$ cat src/rtl/rxb_pkg.sv
package rxb_pkg;

    localparam int unsigned DATA_W = 8;
    localparam int unsigned ERR_W  = 3;

    typedef struct packed {
        logic [ERR_W-1:0]  err;
        logic [DATA_W-1:0] data;
    } rxb_entry_t;

    typedef enum logic [1:0] {
        TRIG_ONE      = 2'd0,
        TRIG_FOUR     = 2'd1,
        TRIG_EIGHT    = 2'd2,
        TRIG_FOURTEEN = 2'd3
    } rxb_trig_e;

    function automatic int unsigned trig_threshold(input rxb_trig_e sel);
        case (sel)
            TRIG_ONE:      return 1;
            TRIG_FOUR:     return 4;
            TRIG_EIGHT:    return 8;
            default:       return 14;
        endcase
    endfunction

endpackage

$ cat src/rtl/rxb_store.sv
module rxb_store
    import rxb_pkg::*;
#(
    parameter int unsigned DEPTH = 16,
    localparam int unsigned AW = (DEPTH > 1) ? $clog2(DEPTH) : 1,
    localparam int unsigned CW = $clog2(DEPTH + 1)
) (
    input  logic       clk,
    input  logic       rst,
    input  logic       clr,
    input  logic       push,
    input  rxb_entry_t push_entry,
    input  logic       pop,
    output rxb_entry_t pop_entry,
    output logic [CW-1:0] count,
    output logic       pushed,
    output logic       popped,
    output logic       drop
);

    rxb_entry_t    mem [DEPTH];
    logic [AW-1:0] wptr, rptr;
    logic          is_full, is_empty;

    assign is_full  = (count == CW'(DEPTH));
    assign is_empty = (count == '0);
    assign popped   = pop && !clr && !is_empty;
    assign pushed   = push && !clr && (!is_full || popped);
    assign drop     = push && !clr && is_full && !popped;

    function automatic logic [AW-1:0] ptr_next(input logic [AW-1:0] p);
        return (p == AW'(DEPTH - 1)) ? '0 : p + 1'b1;
    endfunction

    always_ff @(posedge clk) begin
        if (pushed) begin
            mem[wptr] <= push_entry;
        end
    end

    always_ff @(posedge clk) begin
        if (rst || clr) begin
            wptr <= '0;
            rptr <= '0;
        end else begin
            if (pushed) wptr <= ptr_next(wptr);
            if (popped) rptr <= ptr_next(rptr);
        end
    end

    always_ff @(posedge clk) begin
        if (rst || clr) begin
            count <= '0;
        end else begin
            case ({pushed, popped})
                2'b10:   count <= count + 1'b1;
                2'b01:   count <= count - 1'b1;
                default: count <= count;
            endcase
        end
    end

    always_ff @(posedge clk) begin
        if (rst || clr) begin
            pop_entry <= '0;
        end else if (pop) begin
            pop_entry <= popped ? mem[rptr] : '0;
        end
    end

endmodule

$ cat src/rtl/rxb_idle_timer.sv
module rxb_idle_timer #(
    parameter int unsigned TMO_W = 9
) (
    input  logic             clk,
    input  logic             rst,
    input  logic             clr,
    input  logic             restart,
    input  logic             popped,
    input  logic             nonempty,
    input  logic             tick,
    input  logic [TMO_W-1:0] cmp,
    output logic             flag
);

    logic [TMO_W-1:0] cnt;
    logic             armed;
    logic             hit;

    assign armed = nonempty && (cmp != '0) && !flag;
    assign hit   = armed && tick && (cnt == cmp) && !restart && !popped;

    always_ff @(posedge clk) begin
        if (rst || clr) begin
            cnt <= '0;
        end else if (restart || popped || !armed) begin
            cnt <= '0;
        end else if (tick) begin
            cnt <= (cnt == cmp) ? '0 : cnt + 1'b1;
        end
    end

    always_ff @(posedge clk) begin
        if (rst || clr) begin
            flag <= 1'b0;
        end else if (popped) begin
            flag <= 1'b0;
        end else if (hit) begin
            flag <= 1'b1;
        end
    end

endmodule

$ cat src/rtl/rxb_soft_reset.sv
module rxb_soft_reset #(
    parameter int unsigned HOLD = 3,
    localparam int unsigned HW = $clog2(HOLD + 1)
) (
    input  logic clk,
    input  logic rst,
    input  logic req,
    output logic busy,
    output logic clr
);

    logic [HW-1:0] remain;

    always_ff @(posedge clk) begin
        if (rst) begin
            remain <= '0;
        end else if (req) begin
            remain <= HW'(HOLD);
        end else if (remain != '0) begin
            remain <= remain - 1'b1;
        end
    end

    assign busy = (remain != '0);
    assign clr  = req || busy;

endmodule

$ cat src/rtl/uart_rx_buffer.sv
module uart_rx_buffer
    import rxb_pkg::*;
#(
    parameter int unsigned DEPTH     = 16,
    parameter int unsigned TMO_W     = 9,
    parameter int unsigned RST_HOLD  = 3,
    localparam int unsigned CW = $clog2(DEPTH + 1)
) (
    input  logic              clk,
    input  logic              rst,
    input  logic              in_valid,
    input  logic [DATA_W-1:0] in_data,
    input  logic [ERR_W-1:0]  in_err,
    input  logic              rd_req,
    output logic [DATA_W-1:0] rd_data,
    output logic [ERR_W-1:0]  rd_err,
    input  logic [1:0]        trig_sel,
    input  logic [TMO_W-1:0]  tmo_cmp,
    input  logic              baud_tick,
    input  logic              sw_rst_req,
    output logic              sw_rst_busy,
    input  logic              ovf_clr,
    output logic [CW-1:0]     level,
    output logic              empty,
    output logic              full,
    output logic              ovf_flag,
    output logic              avail_flag,
    output logic              tmo_flag
);

    logic       clr;
    logic       pushed, popped, drop;
    rxb_entry_t in_entry, out_entry;

    rxb_soft_reset #(.HOLD(RST_HOLD)) u_srst (
        .clk  (clk),
        .rst  (rst),
        .req  (sw_rst_req),
        .busy (sw_rst_busy),
        .clr  (clr)
    );

    assign in_entry.data = in_data;
    assign in_entry.err  = in_err;

    rxb_store #(.DEPTH(DEPTH)) u_store (
        .clk        (clk),
        .rst        (rst),
        .clr        (clr),
        .push       (in_valid),
        .push_entry (in_entry),
        .pop        (rd_req),
        .pop_entry  (out_entry),
        .count      (level),
        .pushed     (pushed),
        .popped     (popped),
        .drop       (drop)
    );

    assign rd_data = out_entry.data;
    assign rd_err  = out_entry.err;
    assign empty   = (level == '0);
    assign full    = (level == CW'(DEPTH));

    rxb_idle_timer #(.TMO_W(TMO_W)) u_timer (
        .clk      (clk),
        .rst      (rst),
        .clr      (clr),
        .restart  (pushed),
        .popped   (popped),
        .nonempty (!empty),
        .tick     (baud_tick),
        .cmp      (tmo_cmp),
        .flag     (tmo_flag)
    );

    always_ff @(posedge clk) begin
        if (rst) begin
            ovf_flag <= 1'b0;
        end else if (drop) begin
            ovf_flag <= 1'b1;
        end else if (ovf_clr) begin
            ovf_flag <= 1'b0;
        end
    end

    always_comb begin
        avail_flag = (32'(level) >= trig_threshold(rxb_trig_e'(trig_sel)));
    end

endmodule

$ cat config.mk
export PLATFORM = sky130hd
export DESIGN_NAME = uart_rx_buffer
export DESIGN_NICKNAME = d
export VERILOG_FILES = /design/src/rtl/rxb_pkg.sv /design/src/rtl/rxb_store.sv /design/src/rtl/rxb_idle_timer.sv /design/src/rtl/rxb_soft_reset.sv /design/src/rtl/uart_rx_buffer.sv
export SDC_FILE = /design/constraint.sdc
export NUM_CORES = 1
export LEC_CHECK = 0
export ABC_AREA = 1
export BUFFER_PORTS_ARGS = -buffer_cell sky130_fd_sc_hd__buf_4
export CAP_MARGIN = 10
export CORE_MARGIN = 2
export CORE_UTILIZATION = 26
export CTS_CLUSTER_SIZE = 14
export DETAILED_ROUTE_END_ITERATION = 16
export PLACE_DENSITY = 0.51
export REMOVE_ABC_BUFFERS = 1
export SLEW_MARGIN = 25
export SYNTH_ARGS = -nofsm -noshare
export SYNTH_HDL_FRONTEND = slang
export SYNTH_HIERARCHICAL = 1
export SYNTH_SLANG_ARGS = --single-unit
$ cat constraint.sdc
create_clock -name clk -period 3.25 [get_ports clk]
set_input_delay 0.325 -clock clk [delete_from_list [all_inputs] [get_ports clk]]
set_output_delay 0.325 -clock clk [all_outputs]
set_load 0.03 [all_outputs]
==> reports/metrics.csv, run 1 <==
metric;value;unit
CP startpoint;u_srst/remain[0];
vias;6310;
crit path capture type;flip-flop;
First DRT Iteration DRCs;461;
fillcell total;3668;
Hold Startpoint;sw_rst_req;
initial core utilization;0.262;
Setup TNS;0;ps
proportion of layout cells with a drive suffix above 1;0.173;
initial antenna violation count;0;
synth unique cells;41;
Detailed Routing Iterations Pass 1;5;
crit path kind;reg2reg;
Die W;195;um
hpwl dp;15000;um
commonest non-fill, non-tap cells in the layout;nor2_1 (189), edfxtp_1 (176), o21ai_0 (112);
Pleak;3.90;nW
first-pass GRT wire length;35300;um
Max Slew Vio Count;0;
core footprint;36300;um^2
post-DR wirelength/cell;16.2;um
flops & latches, synth;217;
gr ovfl total;0;
# setup viols final;0;
maximum clock path buffer count;3;
wirelength, routed;23100;um
TritonCTS clock tree;done;
Tmin final;2460;ps
Max Fclk;406;MHz
total CTS buffers;22;
Clock Sinks;217;
sequential area share after synthesis;0.642;
die height;195;um
Final Hold Fails;0;
I/O pin count;51;
critical path's slowest cell;dfxtp_1;
placed instance area;10400;um^2
post-route ant nets;0;
Final period util;0.758;
CP Max Fanout;11;
Max Cap Viol;0;
Crit path required time;3460;ps
H-tree depth;1;
status;finished, final reports clean;
overall routing resource usage;0.119;
Yosys warnings;6;
Hold Path Class;in2reg;
Slew @ Worst Pin;807;ps
placer congestion estimate;0.828;
largest net degree at the start of global routing;88;
die area;38100;um^2
# rows;70;
Worst Path Arrival;2670;ps
fin area;11200;um^2
pwr/cell area;527;nW/um^2
vias per cell;4.44;
Buffers on Ports;50;
vias in the first global route;6034;
diode count;0;
Reg clk slew, reported paths;60;ps
commonest non-fill, non-tap cell in the layout;nor2_1;
Synth Instances;878;
RSZ-0062 raised after global routing;no;
worst reg2reg path depth;11;
DRC errors left;0;
Startpoint Class;flip-flop;
Mean Syn Cell Area;10.8;um^2
Synth-to-Final Area Change;17.6;%
hold depth;5;
CP max stage delay;320;ps
Worst IR Drop VDD;0.406;mV
Clock Skew;9.90;ps
relative slew slack;0.461;
CTS resizes;0;
Nets;979;
Critical Path, Cell by Cell;inv_1, ha_1, nand2_1, nor2_1, nand2_2, nand4_2, nand2_2, inv_2, nand2_1, nor2_1, buf_4;
clk root buf;clkbuf_16;
RR Startpoint;u_srst/remain[0];
Cell Area, Synth;9510;um^2
Worst-Skew Late Latency;510;ps
state kept, by name, summed over array words and instances (netlist names), named ones only:
| signal | flops |
|---|---|
| u_store/count | 5 |
| u_srst/remain | 2 |
| u_store/mem | 176 |
| u_store/pop_entry | 11 |
| u_timer/cnt | 9 |
| ovf_flag | 1 |
| u_store/wptr | 4 |
| u_timer/flag | 1 |
| u_store/rptr | 4 |
cell families (layout without fill, tap and decap cells):
family / after synthesis / in the layout / synth area share
flip-flops: 217 / 217 / 0.642
AND/OR/NAND/NOR: 338 / 338 / 0.151
adder cells (fa/ha/maj): 13 / 13 / 0.0171
AO/OA/AOI/OAI: 192 / 192 / 0.123
XOR/XNOR: 12 / 12 / 0.0111
buffers and inverters: 105 / 180 / 0.0553
multiplexers: 1 / 1 / 0.00105
per-layer routing:
| layer | vias up | track usage | wire (um) |
|---|---|---|---|
| li1 | 3139 | - | - |
| met1 | 3047 | 0.159 | 10600 |
| met2 | 92 | 0.199 | 11100 |
| met3 | 32 | 0.0159 | 804 |
| met4 | 0 | 0.0416 | 597 |
| met5 | - | 0 | 0 |
stage by stage:
stage	util	cells	worst slack, ps	hold WS [ps]	power (mW)
after floorplan	-	838	589	397	3.15
after global placement	0.286	1380	867	469	3.26
after detailed placement	0.286	1380	784	474	3.26
after CTS	0.308	1421	768	102	5.98
after global routing	0.308	1421	610	146	6.08
final	0.308	1421	787	110	5.90
synthesized netlist by cell type:
cell type    n  area [um^2]
mux2i_1      1         10.0
or2_2        1         6.26
buf_12       1         20.0
and2_1       1         6.26
clkbuf_1    19         71.3
xnor2_1      4         35.0
nor2_2       8         50.1
nor2_1     189          709
o21ai_2      1         8.76
o21ai_1     13         65.1
inv_1       58          218
nand2_2      2         12.5
dfxtp_1     41          821
o211ai_2    11          138
o211ai_1    32          240
or3_4        1         11.3
inv_2        6         22.5
nand3_1     17         85.1
buf_1        1         3.75
nand4_1      4         25.0
buf_8        4         60.1
nand2_1     99          372
a21oi_2     10         87.6
buf_2        6         30.0
xor2_1       8         70.1
buf_4        3         22.5
nand4_2      1         12.5
inv_12       1         16.3
edfxtp_1   176         5290
clkbuf_2     1         5.00
a21oi_1     12         60.1
a31o_2       1         8.76
nand3_2      5         50.1
nor3_1       3         15.0
nand2_4      2         22.5
nor3_2       2         20.0
buf_6        5         56.3
nor2_4       2         22.5
ha_1        13          163
nor3b_2      1         12.5
o21ai_0    112          561
cell type report:
cell class                      instances  area, um^2  area share
Inverter                               65         256      0.0229
Timing Repair Buffer                   75         578      0.0517
Clock buffer                           30         622      0.0556
Sequential cell                       217        6110       0.546
Tap cell                              468         586      0.0524
Multi-Input combinational cell        556        2880       0.258
Clock inverter                         10         148      0.0132
worst max-delay path, delay by kind of cell, from the launching register on:
family | cells | cell delay, ps
simple gates | 7 | 1140
fa+ha+maj | 1 | 240
buf+inv | 3 | 460
flops | 1 | 320
where the power goes:
part	leakage, nW	internal [mW]	switching, mW	total [mW]
registers	1.91	3.01	0.00442	3.01
clock network	0.379	1.66	1.04	2.69
logic	1.60	0.0594	0.129	0.189
final timing paths:
check	slack, ps	to
worst min-delay path	110	u_srst/remain[1]
worst min register to register	480	u_store/pop_entry[2]
worst max register to register	790	u_store/mem[12][3]
worst max-delay path	790	u_store/mem[12][3]
timing repair:
item	4_1_cts	5_1_grt
setup buffers	0	0
endpoints found under the setup margin	0	0
hold buffers	1	0
hold endpoints to repair	2	0
Power figures use the tool's default switching activity.
==> run 2: changes to the inputs <==
Settings changed: ABC_AREA 1 to 0, PLACE_DENSITY 0.51 to 0.52.
Clock period 3.25 ns to 2.2 ns, I/O delays scaled along.
==> reports/metrics.csv, run 2 <==
metric;value;unit
Worst Path Arrival;2980;ps
relative slew slack;0.399;
clk root buf;clkbuf_16;
CP max stage delay;400;ps
Synth Instances;515;
post-route ant nets;0;
Crit path top cell by count;ha_4;
# setup viols final;141;
synth unique cells;53;
final non-filler cell total;1127;
Top Registers;u_store/mem: 176 flops, u_store/pop_entry: 11 flops, u_timer/cnt: 9 flops;
largest reg by FF count;u_store/mem;
# rows;67;
DRC errors left;0;
total CTS buffers;24;
Area contributors post-synth;edfxtp_1 (60%), mux4_2 (11%), dfxtp_1 (9.3%), mux2i_1 (3.2%), ha_1 (1.8%);
Tmin final;2590;ps
Clock Sinks;217;
Hold Path Class;in2reg;
I/O pin count;51;
hpwl dp;12900;um
most frequent cell after synthesis;edfxtp_1;
asr flop ratio synth;0;
maximum clock path buffer count;3;
gr ovfl total;0;
crit path capture type;flip-flop;
fin util;0.360;
First DRT Iteration DRCs;348;
top post-synthesis cells by count;edfxtp_1 (176), mux4_2 (44), dfxtp_1 (41);
post-DR wirelength/cell;18.7;um
fillcell total;3095;
commonest non-fill, non-tap cells in the layout;edfxtp_1 (176), buf_4 (83), mux4_2 (44);
violated checks;setup timing;
CP Max Fanout;3;
vias;5022;
status;finished, violations left;
Reg clk slew, reported paths;60;ps
Max Fclk;386;MHz
critical path's slowest cell;or3b_4;
TritonCTS clock tree;done;
final worst setup slack;-387;ps
Pleak;3.96;nW
initial antenna violation count;0;
Cell Count Post-Placement;1048;
Critical Path, Cell by Cell;inv_2, ha_4, or2b_1, or3b_4, a21oi_2, mux2_4, ha_4, nand3_2, or3_1, o311ai_2, mux2i_1, a21oi_1;
Final Hold Fails;0;
Mean Syn Cell Area;17.1;um^2
Crit path required time;2600;ps
Yosys warnings;6;
first-pass GRT wire length;31600;um
Synth top area share;0.600;
Detailed Routing Iterations Pass 1;4;
Buf+Inv Stages, Crit Path;1;
commonest non-fill, non-tap cell in the layout;edfxtp_1;
Worst IR Drop VDD;0.473;mV
Synth-to-Final Area Change;36.4;%
Slew @ Worst Pin;897;ps
area leader, netlist;edfxtp_1;
RSZ-0062 raised after global routing;yes;
diode count;0;
hold slack final;24.2;ps
core footprint;33400;um^2
CP startpoint;u_srst/remain[1];
die area;35400;um^2
pwr/cell area;737;nW/um^2
crit path kind;reg2reg;
placer congestion estimate;0.799;
wirelength, routed;21100;um
Final period util;1.18;
flops & latches, synth;217;
Clock Skew;10.7;ps
Nets;703;
largest net degree at the start of global routing;25;
die height;188;um
vias in the first global route;5535;
vias per cell;4.46;
initial core utilization;0.263;
H-tree depth;1;
cell family with most CP delay;simple AND/OR/NAND/NOR gates;
Max Slew Vio Count;0;
Worst-Skew Late Latency;520;ps
Max Cap Viol;0;
sequential area share after synthesis;0.693;
Buffers on Ports;50;
Die W;188;um
max reg flops;176;
number of synthesized flops with an enable pin;176;
overall routing resource usage;0.116;
Primary FF master, synth;edfxtp_1;
Cell Area, Synth;8810;um^2
Startpoint Class;flip-flop;
RR Startpoint;u_srst/remain[1];
Hold Startpoint;in_err[2];
proportion of layout cells with a drive suffix above 1;0.436;
[run 2: cell count changes after synthesis, moves of 12 or more]
| cell | delta |
|---|---|
| inv_1 | -46 |
| mux2i_1 | +27 |
| mux4_2 | +44 |
| nand2_1 | -81 |
| nor2_1 | -155 |
| nor3_1 | +16 |
| o211ai_1 | -31 |
| o21ai_0 | -107 |
| o21ai_1 | -12 |
[run 2: metal layers]
metal	track usage	share of wire	up-vias
met2	0.206	0.51	99
met1	0.143	0.42	2569
li1	-	-	2322
met4	0.0376	0.031	0
met3	0.0215	0.042	32
met5	0	0	-
[run 2: area by class of cell]
class / count / area (um^2) / share of cell area
Inverter: 13 / 48.8 / 0.00406
Tap cell: 448 / 561 / 0.0466
Multi-Input combinational cell: 267 / 3090 / 0.257
Timing Repair Buffer: 138 / 1400 / 0.116
Sequential cell: 217 / 6110 / 0.508
Clock inverter: 16 / 195 / 0.0162
Clock buffer: 28 / 616 / 0.0512
[run 2: worst register-to-register path: stages, from the launching register on]
cell and delay, ps:
dfxtp_2 320, inv_2 70, ha_4 130, or2b_1 240
or3b_4 400, a21oi_2 150, mux2_4 190, ha_4 140
nand3_2 50, or3_1 360, o311ai_2 100, mux2i_1 250
a21oi_1 90
[run 2: worst paths after layout]
path,slack [ps],to,depth (start not counted)
setup / recovery,-390,u_store/count[4],12
setup reg to reg,-390,u_store/count[4],12
hold / removal,20,u_store/mem[4][10],1
hold reg to reg,460,u_store/pop_entry[7],1
[run 2: logic make-up after synthesis]
family                   share of synthesized area
XOR/XNOR                                    0.0229
AO/OA/AOI/OAI                               0.0417
flip-flops                                   0.693
multiplexers                                 0.146
AND/OR/NAND/NOR                             0.0623
buffers and inverters                       0.0163
adder cells (fa/ha/maj)                     0.0185
[run 2: repair_timing]
action                     in CTS  in global routing
hold endpoints to repair       22                  0
gates cloned                    4                  1
hold buffers                    6                  0
setup endpoints to repair     139                210
buffers inserted               17                 11
gates resized for setup        94                 50
pin swaps                      13                 28
[run 2: power breakdown]
group	switching (mW)	internal (mW)	leakage [nW]	total, mW
Combinational	0.181	0.168	1.66	0.349
Clock	1.58	2.48	0.390	4.06
Sequential	0.00524	4.45	1.92	4.45
[run 2: stage by stage]
step                      area (um^2)  setup slack [ps]  power [mW]  TNS, ps
after floorplan                  8720              -852        4.64   -49390
after global placement          10200              -310        4.77    -1190
after detailed placement        10200              -435        4.79    -2460
after CTS                       11700              -358        8.94    -9500
after global routing            12000              -460        9.17   -24200
final                           12000              -387        8.86   -11130
